## src/rtl/fmc_pkg.sv

```systemverilog
// Package: shared mode codes for the flash mode controller.
// Assumes: three bits are enough for every mode.
package fmc_pkg;
    typedef enum logic [2:0] {
        MODE_READ    = 3'd0,
        MODE_AUTOSEL = 3'd1,
        MODE_BUSY    = 3'd2,
        MODE_RESET   = 3'd3,
        MODE_STANDBY = 3'd4,
        MODE_SLEEP   = 3'd5
    } fmc_mode_e;
endpackage

```

## src/rtl/fmc_reset_seq.sv

```systemverilog
// Reset sequencer: qualifies the reset pin by pulse width, times the
// internal reset (busy or idle limit) and the read recovery window.
// Assumes: pin_rst_n is already synchronous to clk; T_RP, T_RH >= 1.
module fmc_reset_seq #(
    parameter int T_RP         = 4,
    parameter int T_READY_BUSY = 20,
    parameter int T_READY_IDLE = 6,
    parameter int T_RH         = 3
) (
    input  logic clk,
    input  logic rst_n,
    input  logic pin_rst_n,
    input  logic op_busy,
    output logic accept,
    output logic rst_active,
    output logic hold_busy,
    output logic eng_abort
);
    localparam int RDY_MAX = (T_READY_BUSY > T_READY_IDLE) ? T_READY_BUSY : T_READY_IDLE;
    localparam int LW = $clog2(T_RP + 1);
    localparam int RW = $clog2(RDY_MAX + 1);
    localparam int HW = $clog2(T_RH + 1);

    logic [LW-1:0] lo_cnt;
    logic [RW-1:0] rdy_cnt;
    logic [RW-1:0] rdy_lim;
    logic [HW-1:0] rh_cnt;
    logic          acc;
    logic          was_busy;
    logic          rdy_done;

    // Acceptance happens on the T_RP-th low edge.
    always_comb accept = !pin_rst_n && !acc && (lo_cnt == LW'(T_RP - 1));

    // Limit of the internal reset depends on the state at acceptance.
    always_comb rdy_lim = was_busy ? RW'(T_READY_BUSY) : RW'(T_READY_IDLE);

    // Count consecutive low samples of the reset pin.
    always_ff @(posedge clk) begin
        if (!rst_n || pin_rst_n) begin
            lo_cnt <= '0;
        end else if (!acc && lo_cnt != LW'(T_RP)) begin
            lo_cnt <= lo_cnt + 1'b1;
        end
    end

    // Hold the accepted-reset flag until recovery and internal reset finish.
    always_ff @(posedge clk) begin
        if (!rst_n) begin
            acc      <= 1'b0;
            was_busy <= 1'b0;
        end else if (accept) begin
            acc      <= 1'b1;
            was_busy <= op_busy;
        end else if (acc && pin_rst_n && rdy_done && rh_cnt == HW'(T_RH)) begin
            acc      <= 1'b0;
        end
    end

    // Time the internal reset from the acceptance edge.
    always_ff @(posedge clk) begin
        if (!rst_n) begin
            rdy_cnt  <= '0;
            rdy_done <= 1'b1;
        end else if (accept) begin
            rdy_cnt  <= '0;
            rdy_done <= 1'b0;
        end else if (acc && !rdy_done) begin
            rdy_cnt <= rdy_cnt + 1'b1;
            if (rdy_cnt == rdy_lim - 1'b1) begin
                rdy_done <= 1'b1;
            end
        end
    end

    // Count high cycles of the pin after an accepted reset.
    always_ff @(posedge clk) begin
        if (!rst_n || !pin_rst_n || accept) begin
            rh_cnt <= '0;
        end else if (acc && rh_cnt != HW'(T_RH)) begin
            rh_cnt <= rh_cnt + 1'b1;
        end
    end

    // One-cycle abort when a running operation is cancelled.
    always_ff @(posedge clk) begin
        if (!rst_n) begin
            eng_abort <= 1'b0;
        end else begin
            eng_abort <= accept && op_busy;
        end
    end

    always_comb rst_active = acc;
    always_comb hold_busy  = acc && was_busy && !rdy_done;
endmodule

```

## src/rtl/fmc_sleep_timer.sv

```systemverilog
// Sleep timer: counts cycles of unchanged address and flags sleep.
// Assumes: T_SLEEP >= 1; a change of address wakes the device at once.
module fmc_sleep_timer #(
    parameter int AW      = 8,
    parameter int T_SLEEP = 10
) (
    input  logic          clk,
    input  logic          rst_n,
    input  logic [AW-1:0] addr,
    output logic          asleep
);
    localparam int SW = $clog2(T_SLEEP + 1);

    logic [AW-1:0] addr_q;
    logic [SW-1:0] stab_cnt;
    logic          addr_chg;

    always_comb addr_chg = (addr != addr_q);

    // Track the last address and count stable cycles, saturating.
    always_ff @(posedge clk) begin
        if (!rst_n) begin
            addr_q   <= '0;
            stab_cnt <= '0;
        end else begin
            addr_q <= addr;
            if (addr_chg) begin
                stab_cnt <= '0;
            end else if (stab_cnt != SW'(T_SLEEP)) begin
                stab_cnt <= stab_cnt + 1'b1;
            end
        end
    end

    // Sleep only while the count is full and the address has not moved.
    always_comb asleep = (stab_cnt == SW'(T_SLEEP)) && !addr_chg;
endmodule

```

## src/rtl/fmc_mode_core.sv

```systemverilog
// Mode core: tracks the running operation and autoselect state, picks
// the reported mode and drives the bus enable and ready/busy pins.
// Assumes: eng_start and eng_done are single-cycle pulses.
module fmc_mode_core
    import fmc_pkg::*;
(
    input  logic      clk,
    input  logic      rst_n,
    input  logic      ce_n,
    input  logic      oe_n,
    input  logic      we_n,
    input  logic      pin_rst_n,
    input  logic      eng_start,
    input  logic      eng_done,
    input  logic      autosel_cmd,
    input  logic      accept,
    input  logic      rst_active,
    input  logic      hold_busy,
    input  logic      asleep,
    output logic      op_busy,
    output logic      dq_oe,
    output logic      ry_by,
    output fmc_mode_e mode,
    output logic      sleep_latch
);
    logic cmds_ok;
    logic as_mode;

    always_comb cmds_ok = pin_rst_n && !rst_active;

    // Track whether the embedded engine is running an operation.
    always_ff @(posedge clk) begin
        if (!rst_n || accept) begin
            op_busy <= 1'b0;
        end else if (eng_done) begin
            op_busy <= 1'b0;
        end else if (eng_start && cmds_ok) begin
            op_busy <= 1'b1;
        end
    end

    // Enter autoselect on command; leave it on an accepted reset.
    always_ff @(posedge clk) begin
        if (!rst_n || accept) begin
            as_mode <= 1'b0;
        end else if (autosel_cmd && cmds_ok && !op_busy) begin
            as_mode <= 1'b1;
        end
    end

    // Pick the reported mode by priority.
    always_comb begin
        if (rst_active)      mode = MODE_RESET;
        else if (op_busy)    mode = MODE_BUSY;
        else if (asleep)     mode = MODE_SLEEP;
        else if (ce_n)       mode = MODE_STANDBY;
        else if (as_mode)    mode = MODE_AUTOSEL;
        else                 mode = MODE_READ;
    end

    // Drive the bus only for a clean read cycle outside reset.
    always_comb dq_oe = cmds_ok && !ce_n && !oe_n && we_n;

    // Busy while an operation runs or a busy-case reset is pending.
    always_comb ry_by = !(op_busy || hold_busy);

    always_comb sleep_latch = asleep;
endmodule

```

## src/rtl/flash_mode_ctrl.sv

```systemverilog
// Top: flash device mode and reset controller. Wires the reset
// sequencer, sleep timer and mode core together.
// Assumes: all pins are synchronous to clk; times are in cycles.
module flash_mode_ctrl #(
    parameter int AW           = 8,
    parameter int T_RP         = 4,
    parameter int T_READY_BUSY = 20,
    parameter int T_READY_IDLE = 6,
    parameter int T_RH         = 3,
    parameter int T_SLEEP      = 10
) (
    input  logic          clk,
    input  logic          rst_n,
    input  logic          ce_n,
    input  logic          oe_n,
    input  logic          we_n,
    input  logic          pin_rst_n,
    input  logic [AW-1:0] addr,
    input  logic          eng_start,
    input  logic          eng_done,
    input  logic          autosel_cmd,
    output logic          dq_oe,
    output logic          eng_abort,
    output logic          ry_by,
    output logic [2:0]    mode,
    output logic          sleep_latch
);
    import fmc_pkg::*;

    logic      accept;
    logic      rst_active;
    logic      hold_busy;
    logic      asleep;
    logic      op_busy;
    fmc_mode_e mode_e;

    fmc_reset_seq #(
        .T_RP(T_RP), .T_READY_BUSY(T_READY_BUSY),
        .T_READY_IDLE(T_READY_IDLE), .T_RH(T_RH)
    ) u_rseq (
        .clk(clk), .rst_n(rst_n), .pin_rst_n(pin_rst_n), .op_busy(op_busy),
        .accept(accept), .rst_active(rst_active), .hold_busy(hold_busy),
        .eng_abort(eng_abort)
    );

    fmc_sleep_timer #(.AW(AW), .T_SLEEP(T_SLEEP)) u_sleep (
        .clk(clk), .rst_n(rst_n), .addr(addr), .asleep(asleep)
    );

    fmc_mode_core u_core (
        .clk(clk), .rst_n(rst_n), .ce_n(ce_n), .oe_n(oe_n), .we_n(we_n),
        .pin_rst_n(pin_rst_n), .eng_start(eng_start), .eng_done(eng_done),
        .autosel_cmd(autosel_cmd), .accept(accept), .rst_active(rst_active),
        .hold_busy(hold_busy), .asleep(asleep), .op_busy(op_busy),
        .dq_oe(dq_oe), .ry_by(ry_by), .mode(mode_e), .sleep_latch(sleep_latch)
    );

    always_comb mode = mode_e;
endmodule

```

## config.mk

```make
export PLATFORM = sky130hd
export DESIGN_NAME = flash_mode_ctrl
export DESIGN_NICKNAME = d
export VERILOG_FILES = /design/src/rtl/fmc_pkg.sv /design/src/rtl/fmc_reset_seq.sv /design/src/rtl/fmc_sleep_timer.sv /design/src/rtl/fmc_mode_core.sv /design/src/rtl/flash_mode_ctrl.sv
export SDC_FILE = /design/constraint.sdc
export NUM_CORES = 1
export LEC_CHECK = 0
export BUFFER_PORTS_ARGS = -buffer_cell sky130_fd_sc_hd__clkbuf_2
export CAP_MARGIN = 20
export CORE_MARGIN = 2
export CORE_UTILIZATION = 53
export CTS_BUF_LIST = sky130_fd_sc_hd__clkbuf_4 sky130_fd_sc_hd__clkbuf_8 sky130_fd_sc_hd__clkbuf_16
export DETAILED_ROUTE_END_ITERATION = 16
export PLACE_DENSITY = 0.79
export SYNTH_ARGS = -nofsm -noshare
export SYNTH_HDL_FRONTEND = slang
export SYNTH_SLANG_ARGS = --single-unit
```

## constraint.sdc

```tcl
create_clock -name clk -period 1.9 [get_ports clk]
set_clock_uncertainty 0.1 [all_clocks]
set_input_delay 0.38 -clock clk [delete_from_list [all_inputs] [get_ports clk]]
set_output_delay 0.38 -clock clk [all_outputs]
set_load 0.03 [all_outputs]
```

== Word-level counts from Yosys, hierarchy flattened ==
Cells that the tools add are included.
Word-level totals
  bits in registers: 28
  input port bits: 17
  output and inout port bits: 7
  word-level logic and storage cells: 76
Cells by class
  $add $sub $neg: 5
  equal/unequal tests: 8
  multiplexer cells: 11
  bitwise gates (word level): 1
  reductions and logical operators: 40
Operators by type and width (count)
  1-bit logical AND: 19
  3-bit 2-to-1 mux: 4
  1-bit zero test: 9
  8-bit != test: 1
  1-bit 2-to-1 mux: 6
  2-bit nonzero test: 3
  2-bit OR reduction: 3
  5-bit by 1-bit adder with 5-bit output (second input constant): 1
  5-bit == test: 1
  1-bit logical OR: 5
  5-bit 2-to-1 mux: 1
  5-bit by 1-bit subtractor with 5-bit output (second input constant): 1
  4-bit by 1-bit adder with 4-bit output (second input constant): 1
  4-bit == test (second input constant): 1
  4-bit != test (second input constant): 1
  3-bit by 1-bit adder with 3-bit output (second input constant): 1
  3-bit by 2-bit == test with 1-bit output (second input constant): 1
  3-bit != test (second input constant): 1
  2-bit by 1-bit adder with 2-bit output (second input constant): 1
  2-bit == test (second input constant): 1
  2-bit != test (second input constant): 1
  2-bit AND reduction: 1
  1-bit NOT: 1

== Logic depth before layout (Yosys ltp) ==
Gate-level depths: netlist (run 1).
  depth in word-level cells: 6
  depth in mapped cells: 7

== By module ==
From an unflattened synthesis (run 1), not the netlist that was laid out.
Second synthesis, totals
  cell total of the unflattened synthesis: 140
  area total of the unflattened synthesis: 1333.8 µm²
Modules (own cells, without submodules)
  fmc_reset_seq: times used 1, cells each 73, area each 669.4 µm², seq. area each 280.3 µm²
  fmc_sleep_timer: times used 1, cells each 48, area each 538.0 µm², seq. area each 240.2 µm²
  fmc_mode_core: times used 1, cells each 19, area each 126.4 µm², seq. area each 40.0 µm²

== Least setup slack after synthesis (run 1) ==
OpenSTA, ideal clock, no wires.
  path kind: flip-flop to output port
  from: register u_sleep.stab_cnt[0]
  to: output mode[2]
  arrival time: 2.157 ns
  slack: -0.737 ns
  cell stages (with the launch flop): 6
  path buffers: 0
  cells stage by stage: dfxtp_1 -> inv_1 -> ha_1 -> nand3b_1 -> nor4_1 -> o21a_1
On the way
  word-level cells in the longest chain between the ends: 5
Ends and longest elaborated chain
  start, declared: line fmc_sleep_timer.sv:15  | logic [SW-1:0] stab_cnt;
  start signal, assigned: line fmc_sleep_timer.sv:30  | stab_cnt <= stab_cnt + 1'b1;
  4-bit == test: line fmc_sleep_timer.sv:36  | always_comb asleep = (stab_cnt == SW'(T_SLEEP)) && !addr_chg;
  1-bit logical AND: line fmc_sleep_timer.sv:36
  named net sleep_latch: line flash_mode_ctrl.sv:26  | output logic sleep_latch
  3-bit 2-to-1 mux: line fmc_mode_core.sv:55  | else if (asleep) mode = MODE_SLEEP;
  3-bit 2-to-1 mux: line fmc_mode_core.sv:54  | else if (op_busy) mode = MODE_BUSY;
  3-bit 2-to-1 mux: line fmc_mode_core.sv:53  | if (rst_active) mode = MODE_RESET;
  end, declared: line flash_mode_ctrl.sv:25  | output logic [2:0] mode,
The timed path passes the listed nets, and every way through them passes these cells.

== Worst setup path in the final report (run 1) ==
  from: register u_sleep.stab_cnt[0]
  to: output mode[0]
On the way
  word-level cells in the longest chain between the ends: 5
Ends and longest elaborated chain (line)
  4-bit == test: fmc_sleep_timer.sv:36
  1-bit logical AND: fmc_sleep_timer.sv:36
  3-bit 2-to-1 mux: fmc_mode_core.sv:55
  3-bit 2-to-1 mux: fmc_mode_core.sv:54
  3-bit 2-to-1 mux: fmc_mode_core.sv:53
No other way between the ends.

==> impl_metrics.env, run 1 <==
export IMPL_rows=17
export IMPL_cp_slowest_cell="dfxtp_2"
export IMPL_synthAdderAreaFrac=0.0704
export IMPL_rsz0062_at_grt="true"
export IMPL_synth_top_cell_by_area="dfxtp_1"
export IMPL_ys_ff_latch=28
export IMPL_relSlewSlack=0.787
export IMPL_initial_utilization=0.563
export IMPL_drt_first_pass_iters=3
export IMPL_worst_hold_slack_ns=0.0894
export IMPL_period_minus_slack_ns=2.16
export IMPL_core_area_sq_um=2210
export IMPL_drt_met1_wl_mm=1.08
export IMPL_synth_area_mux_share=0.00804
export IMPL_max_stage_delay_ns=0.36
export IMPL_startpoint_type="flip-flop"
export IMPL_ant_nets=0
export IMPL_cp_cell_sequence="inv_2 > ha_4 > nand3b_1 > buf_4 > nor2_2 > a211o_1 > buf_8"
export IMPL_path_class="flip-flop to primary output"
export IMPL_synth_cell_type_count=33
export IMPL_ctsHoldBuffers=0
export IMPL_cts_max_level=1
export IMPL_crit_cells=7
export IMPL_worstHoldStart="eng_done"
export IMPL_tightest_slew_ns=0.320
export IMPL_required_ns=1.42
export IMPL_cts_buffers=3
export IMPL_hp_class="input port to flip-flop"
export IMPL_yosysSeqAreaShare=0.450
export IMPL_cp_startpoint="u_sleep.stab_cnt[0]"
export IMPL_synth_most_common_cell="dfxtp_1"
export IMPL_cts_tree="built"
export IMPL_dieArea_sq_um=2750
export IMPL_n_antenna_cell=0
export IMPL_slew_violations=0
export IMPL_wl_met3_microns=70
export IMPL_dp_hpwl_mm=1.84
export IMPL_ir_drop_mv=0.638
export IMPL_area_growth_pct=26.2
export IMPL_die_w_microns=52.5
export IMPL_max_freq_mhz=463
export IMPL_wl_met2_mm=1.34
export IMPL_place_ws_ns=-0.122
export IMPL_num_vias=1000
export IMPL_clockRootBuffer="clkbuf_4"
export IMPL_rrSetupSlack_ns=0.19
export IMPL_syn_avg_cell_area_sq_um=9.36
export IMPL_fin_ws_ns=-0.260
export IMPL_setup_viol=3
export IMPL_crit_end="mode[0]"
export IMPL_power_density_nw_per_um2=645
export IMPL_violations="setup timing"
export IMPL_synth_xor_area_frac=0.120
export IMPL_cts_clk_slew_worst_paths_ns=0.14
export IMPL_nNetsFinal=191
export IMPL_top_layer_used="met4"
export IMPL_arrival_ns=1.68
export IMPL_status="finished, violations left"
export IMPL_crit_fanout=2
export IMPL_antenna_found_initial=0
export IMPL_critPathBufInv=3
export IMPL_wl_per_cell_microns=13.3
export IMPL_synthSimpleGateAreaFrac=0.230
export IMPL_clockBufferDepth=2
export IMPL_hold_viol=0
export IMPL_chipHeight_microns=52.5
export IMPL_drive_gt1_frac=0.313
export IMPL_port_buffers=23
export IMPL_clock_latency_ns=0.33
export IMPL_grtUsageTotal=0.216
export IMPL_route_detailed_drc=0
export IMPL_synth_top_family_by_area="simple AND/OR/NAND/NOR gates"
export IMPL_grt_pass1_vias=1004
export IMPL_drt_iter0_drc=7
export IMPL_synth_top_cells_by_area="dfxtp_1 45%, xnor2_1 9.1%, ha_1 7.0%, nor2_1 4.8%, and2_1 4.5%"
export IMPL_final_period_utilization=1.14
export IMPL_yosys_most_used_dff="dfxtp_1"
export IMPL_grt_max_degree=19
export IMPL_cts_sinks=28
export IMPL_power_leakage_nw=0.690
export IMPL_timing_rr_end="u_core.op_busy"
export IMPL_fill_cells=166
export IMPL_grt_pass1_wl_mm=4.30
export IMPL_cp_end_kind="primary output"
export IMPL_reg2reg_depth=6
export IMPL_io_pins=24
export IMPL_synth_async_reset_ratio=0
export IMPL_synth_warnings=0
export IMPL_synth_compound_area_frac=0.0894
export IMPL_synth_edf_count=0
export IMPL_gr_total_overflow=0
export IMPL_gp_congestion=0.796
export IMPL_synth_top_area_share=0.450
export IMPL_synth_common_cells="28 x dfxtp_1, 16 x nor2_1, 13 x xnor2_1, 9 x and2_1, 7 x ha_1"
export IMPL_crit_family="flip-flops"
export IMPL_syn_nets=157
export IMPL_max_cap_violations=0
export IMPL_syn_inst=133
export IMPL_r2r_start="u_rseq.lo_cnt[0]"
export IMPL_routed_via_density=5.15
export IMPL_totalWireLength_mm=2.57
export IMPL_syn_area_sq_um=1240
==> sequential cells by signal, indices dropped and copies added, names as in the netlist, 2 cells and up <==
| signal | flops |
|---|---|
| u_sleep.stab_cnt | 4 |
| u_rseq.rh_cnt | 2 |
| u_rseq.rdy_cnt | 5 |
| u_sleep.addr_q | 8 |
| u_rseq.lo_cnt | 3 |
==> worst min path at each step <==
| stage | endpoint | slack [ns] | cells after the start |
|---|---|---|---|
| 6_report | u_core.op_busy | 0.09 | 2 |
| 5_1_grt | u_core.op_busy | 0.07 | 2 |
| 4_1_cts | u_core.op_busy | 0.09 | 2 |
| 3_5_place_dp | u_core.as_mode | 0.36 | 2 |
| 3_3_place_gp | u_core.as_mode | 0.35 | 2 |
| 2_1_floorplan | u_core.as_mode | 0.33 | 2 |
==> cell families after synthesis <==
| kind of cell | count (synthesis) |
|---|---|
| AND/OR/NAND/NOR | 53 |
| flip-flops | 28 |
| multiplexers | 1 |
| AO/OA/AOI/OAI | 17 |
| XOR/XNOR | 17 |
| adder cells (fa/ha/maj) | 7 |
| buffers and inverters | 10 |
==> cells in the final DEF, fill, tap and decap left out, types with 2 or more instances in the layout <==
master     n
nand2_1    5
and4_1     2
dfxtp_1   24
nor2_1    15
inv_2      2
xnor2_1   12
ha_1       6
clkbuf_2  20
nor2b_1    2
and2_1     9
a31oi_1    3
dfxtp_2    3
nand4_1    3
nand2b_1   2
a21oi_1    6
clkbuf_4   3
inv_1      5
xor2_1     4
buf_4      9
buf_8      2
o21ai_0    2
and3_1     4
==> what timing repair did <==
action / CTS / global route
setup endpoints to repair: 3 / 4
buffers inserted: 3 / 3
pin swaps: 6 / 1
hold endpoints to repair: 0 / 0
resized for setup: 12 / 10
==> where the power goes <==
group / leakage (nW) / internal [mW] / switching, mW
Sequential: 0.231 / 0.600 / 0.00911
Combinational: 0.438 / 0.0529 / 0.0602
Clock: 0.0210 / 0.118 / 0.173
Total: 0.690 / 0.771 / 0.243
==> final cells by class <==
type | instances | area (sq um) | area share
Multi-Input combinational cell | 95 | 697 | 0.443
Sequential cell | 28 | 568 | 0.361
Timing Repair Buffer | 32 | 209 | 0.133
Clock buffer | 4 | 36.3 | 0.0231
Tap cell | 28 | 35.0 | 0.0223
Inverter | 7 | 26.3 | 0.0167
==> metrics by stage <==
| stage | util | TNS (ns) | std cells | power (mW) | area, sq um |
|---|---|---|---|---|---|
| 2_1_floorplan | - | -0.0608 | 133 | 0.682 | 1260 |
| 3_3_place_gp | 0.642 | 0 | 184 | 0.714 | 1420 |
| 3_5_place_dp | 0.642 | -0.191 | 184 | 0.720 | 1420 |
| 4_1_cts | 0.688 | -0.625 | 191 | 1.01 | 1520 |
| 5_1_grt | 0.710 | -1.01 | 194 | 1.06 | 1570 |
| 6_report | 0.710 | -0.703 | 194 | 1.01 | 1570 |
==> routing by layer <==
metal | track usage | vias to the layer above
li1 | - | 510
met1 | 0.232 | 466
met2 | 0.388 | 15
met3 | 0.0429 | 9
met4 | 0.124 | 0
met5 | 0 | -
No activity file was read; power rests on OpenSTA's default activity.
==> run 2, diff against run 1 <==
Settings changed: CAP_MARGIN 20 to 0, CELL_PAD_IN_SITES_DETAIL_PLACEMENT set to 1, CELL_PAD_IN_SITES_GLOBAL_PLACEMENT set to 1, CORE_UTILIZATION 53 to 40, PLACE_DENSITY 0.79 to 0.78, SKIP_CTS_REPAIR_TIMING set to 1.
==> impl_metrics.env, run 2 (same netlist as run 1, synthesis figures left out) <==
export IMPL_clockRootBuffer="clkbuf_4"
export IMPL_dp_cells=189
export IMPL_relSlewSlack=0.785
export IMPL_arrival_ns=1.67
export IMPL_p_sw_frac=0.239
export IMPL_power_leakage_nw=0.652
export IMPL_violations="setup timing"
export IMPL_max_stage_delay_ns=0.36
export IMPL_num_vias=989
export IMPL_largest_registers="u_sleep.addr_q (8), u_rseq.rdy_cnt (5), u_sleep.stab_cnt (4)"
export IMPL_power_density_nw_per_um2=628
export IMPL_drt_first_pass_iters=4
export IMPL_critPathBufInv=2
export IMPL_rsz0062_at_grt="true"
export IMPL_dp_hpwl_mm=2.08
export IMPL_gr_total_overflow=0
export IMPL_drive_gt1_frac=0.272
export IMPL_clkPwrFrac=0.250
export IMPL_fin_ws_ns=-0.248
export IMPL_p_total_uw=949
export IMPL_clockBufferDepth=2
export IMPL_route_detailed_drc=0
export IMPL_cts_clk_slew_worst_paths_ns=0.14
export IMPL_grt_max_degree=19
export IMPL_cp_slowest_cell="dfxtp_2"
export IMPL_chipHeight_microns=59.8
export IMPL_startpoint_type="flip-flop"
export IMPL_cp_cell_sequence="inv_2 > ha_4 > nand3b_1 > nor4_4 > o21a_2 > buf_6"
export IMPL_ant_nets=0
export IMPL_cp_end_kind="primary output"
export IMPL_ir_drop_mv=0.465
export IMPL_max_flop_register="u_sleep.addr_q"
export IMPL_crit_fanout=3
export IMPL_final_common_cell="dfxtp_1"
export IMPL_gp_congestion=0.750
export IMPL_cts_buffers=3
export IMPL_power_frac_seq=0.643
export IMPL_rows=20
export IMPL_setup_viol=3
export IMPL_internal_power_uw=722
export IMPL_die_w_microns=59.8
export IMPL_p_sw_uw=226
export IMPL_final_period_utilization=1.13
export IMPL_place_ws_ns=-0.0877
export IMPL_grt_pass1_vias=1032
export IMPL_slew_violations=0
export IMPL_wl_per_cell_microns=13.4
export IMPL_dieArea_sq_um=3570
export IMPL_nNetsFinal=188
export IMPL_max_cap_violations=0
export IMPL_n_antenna_cell=0
export IMPL_largest_reg_flops=8
export IMPL_crit_family="simple AND/OR/NAND/NOR gates"
export IMPL_totalWireLength_mm=2.61
export IMPL_antenna_found_initial=0
export IMPL_io_pins=24
export IMPL_clock_latency_ns=0.32
export IMPL_combPwrFrac=0.107
export IMPL_cts_tree="built"
export IMPL_area_growth_pct=21.4
export IMPL_cts_max_level=1
export IMPL_routed_via_density=5.07
export IMPL_status="finished, violations left"
export IMPL_period_minus_slack_ns=2.15
export IMPL_drt_iter0_drc=24
export IMPL_cts_sinks=28
export IMPL_grtUsageTotal=0.171
export IMPL_port_buffers=23
export IMPL_final_cell_mix="25 x dfxtp_1, 20 x clkbuf_2, 16 x nor2_1, 13 x xnor2_1, 9 x and2_1"
export IMPL_tightest_slew_ns=0.323
export IMPL_hold_viol=0
export IMPL_required_ns=1.42
export IMPL_grt_pass1_wl_mm=4.62
export IMPL_path_class="flip-flop to primary output"
export IMPL_hp_class="input port to flip-flop"
export IMPL_fin_cells=195
export IMPL_core_area_sq_um=3000
export IMPL_max_freq_mhz=466
export IMPL_initial_utilization=0.415
[run 2: changes by cell type in the layout (fill, tap and decap cells not counted), sizes merged]
cell    previous run  this run
buf               12         9
clkbuf            24        23
[run 2: through the flow]
step | TNS [ns] | utilization | hold WS [ns] | area [sq um]
finish | -0.689 | 0.503 | 0.109 | 1510
detailed placement | -0.141 | 0.475 | 0.367 | 1430
global placement | -0.0256 | 0.475 | 0.347 | 1430
CTS | -0.834 | 0.483 | 0.109 | 1450
global route | -1.01 | 0.503 | 0.0834 | 1510
floorplan | -0.0608 | - | 0.329 | 1260
[run 2: layout make-up]
cell class | count | area, sq um
well taps | 33 | 41.3
repair buffers | 29 | 179
fillers | 374 | 1490
inverters | 7 | 26.3
flip-flops and latches | 28 | 564
clock buffers | 3 | 22.5
multi-input cells | 95 | 678
[run 2: power groups by stage]
stage | sequential, mW | clock, mW | combinational, mW
3_5_place_dp | 0.623 | 0 | 0.0985
5_1_grt | 0.612 | 0.277 | 0.115
6_report | 0.610 | 0.238 | 0.101
2_1_floorplan | 0.621 | 0 | 0.0610
4_1_cts | 0.610 | 0.246 | 0.0989
3_3_place_gp | 0.622 | 0 | 0.0933
[run 2: layer usage]
| metal | vias to the layer above | global-route usage | wire length, microns |
|---|---|---|---|
| li1 | 506 | - | - |
| met1 | 472 | 0.205 | 1180 |
| met2 | 9 | 0.304 | 1330 |
| met3 | 2 | 0.0519 | 78 |
| met4 | 0 | 0.0286 | 19 |
| met5 | - | 0 | 0 |
[run 2: worst paths after layout]
| check | from | endpoint | slack, ns | cells past startpoint |
|---|---|---|---|---|
| worst max-delay path | u_sleep.stab_cnt[0] | mode[2] | -0.25 | 6 |
| worst min-delay path | eng_done | u_core.op_busy | 0.11 | 2 |
| worst max register to register | u_rseq.lo_cnt[0] | u_core.op_busy | 0.17 | 6 |
| worst min register to register | u_core.as_mode | u_core.as_mode | 0.39 | 2 |
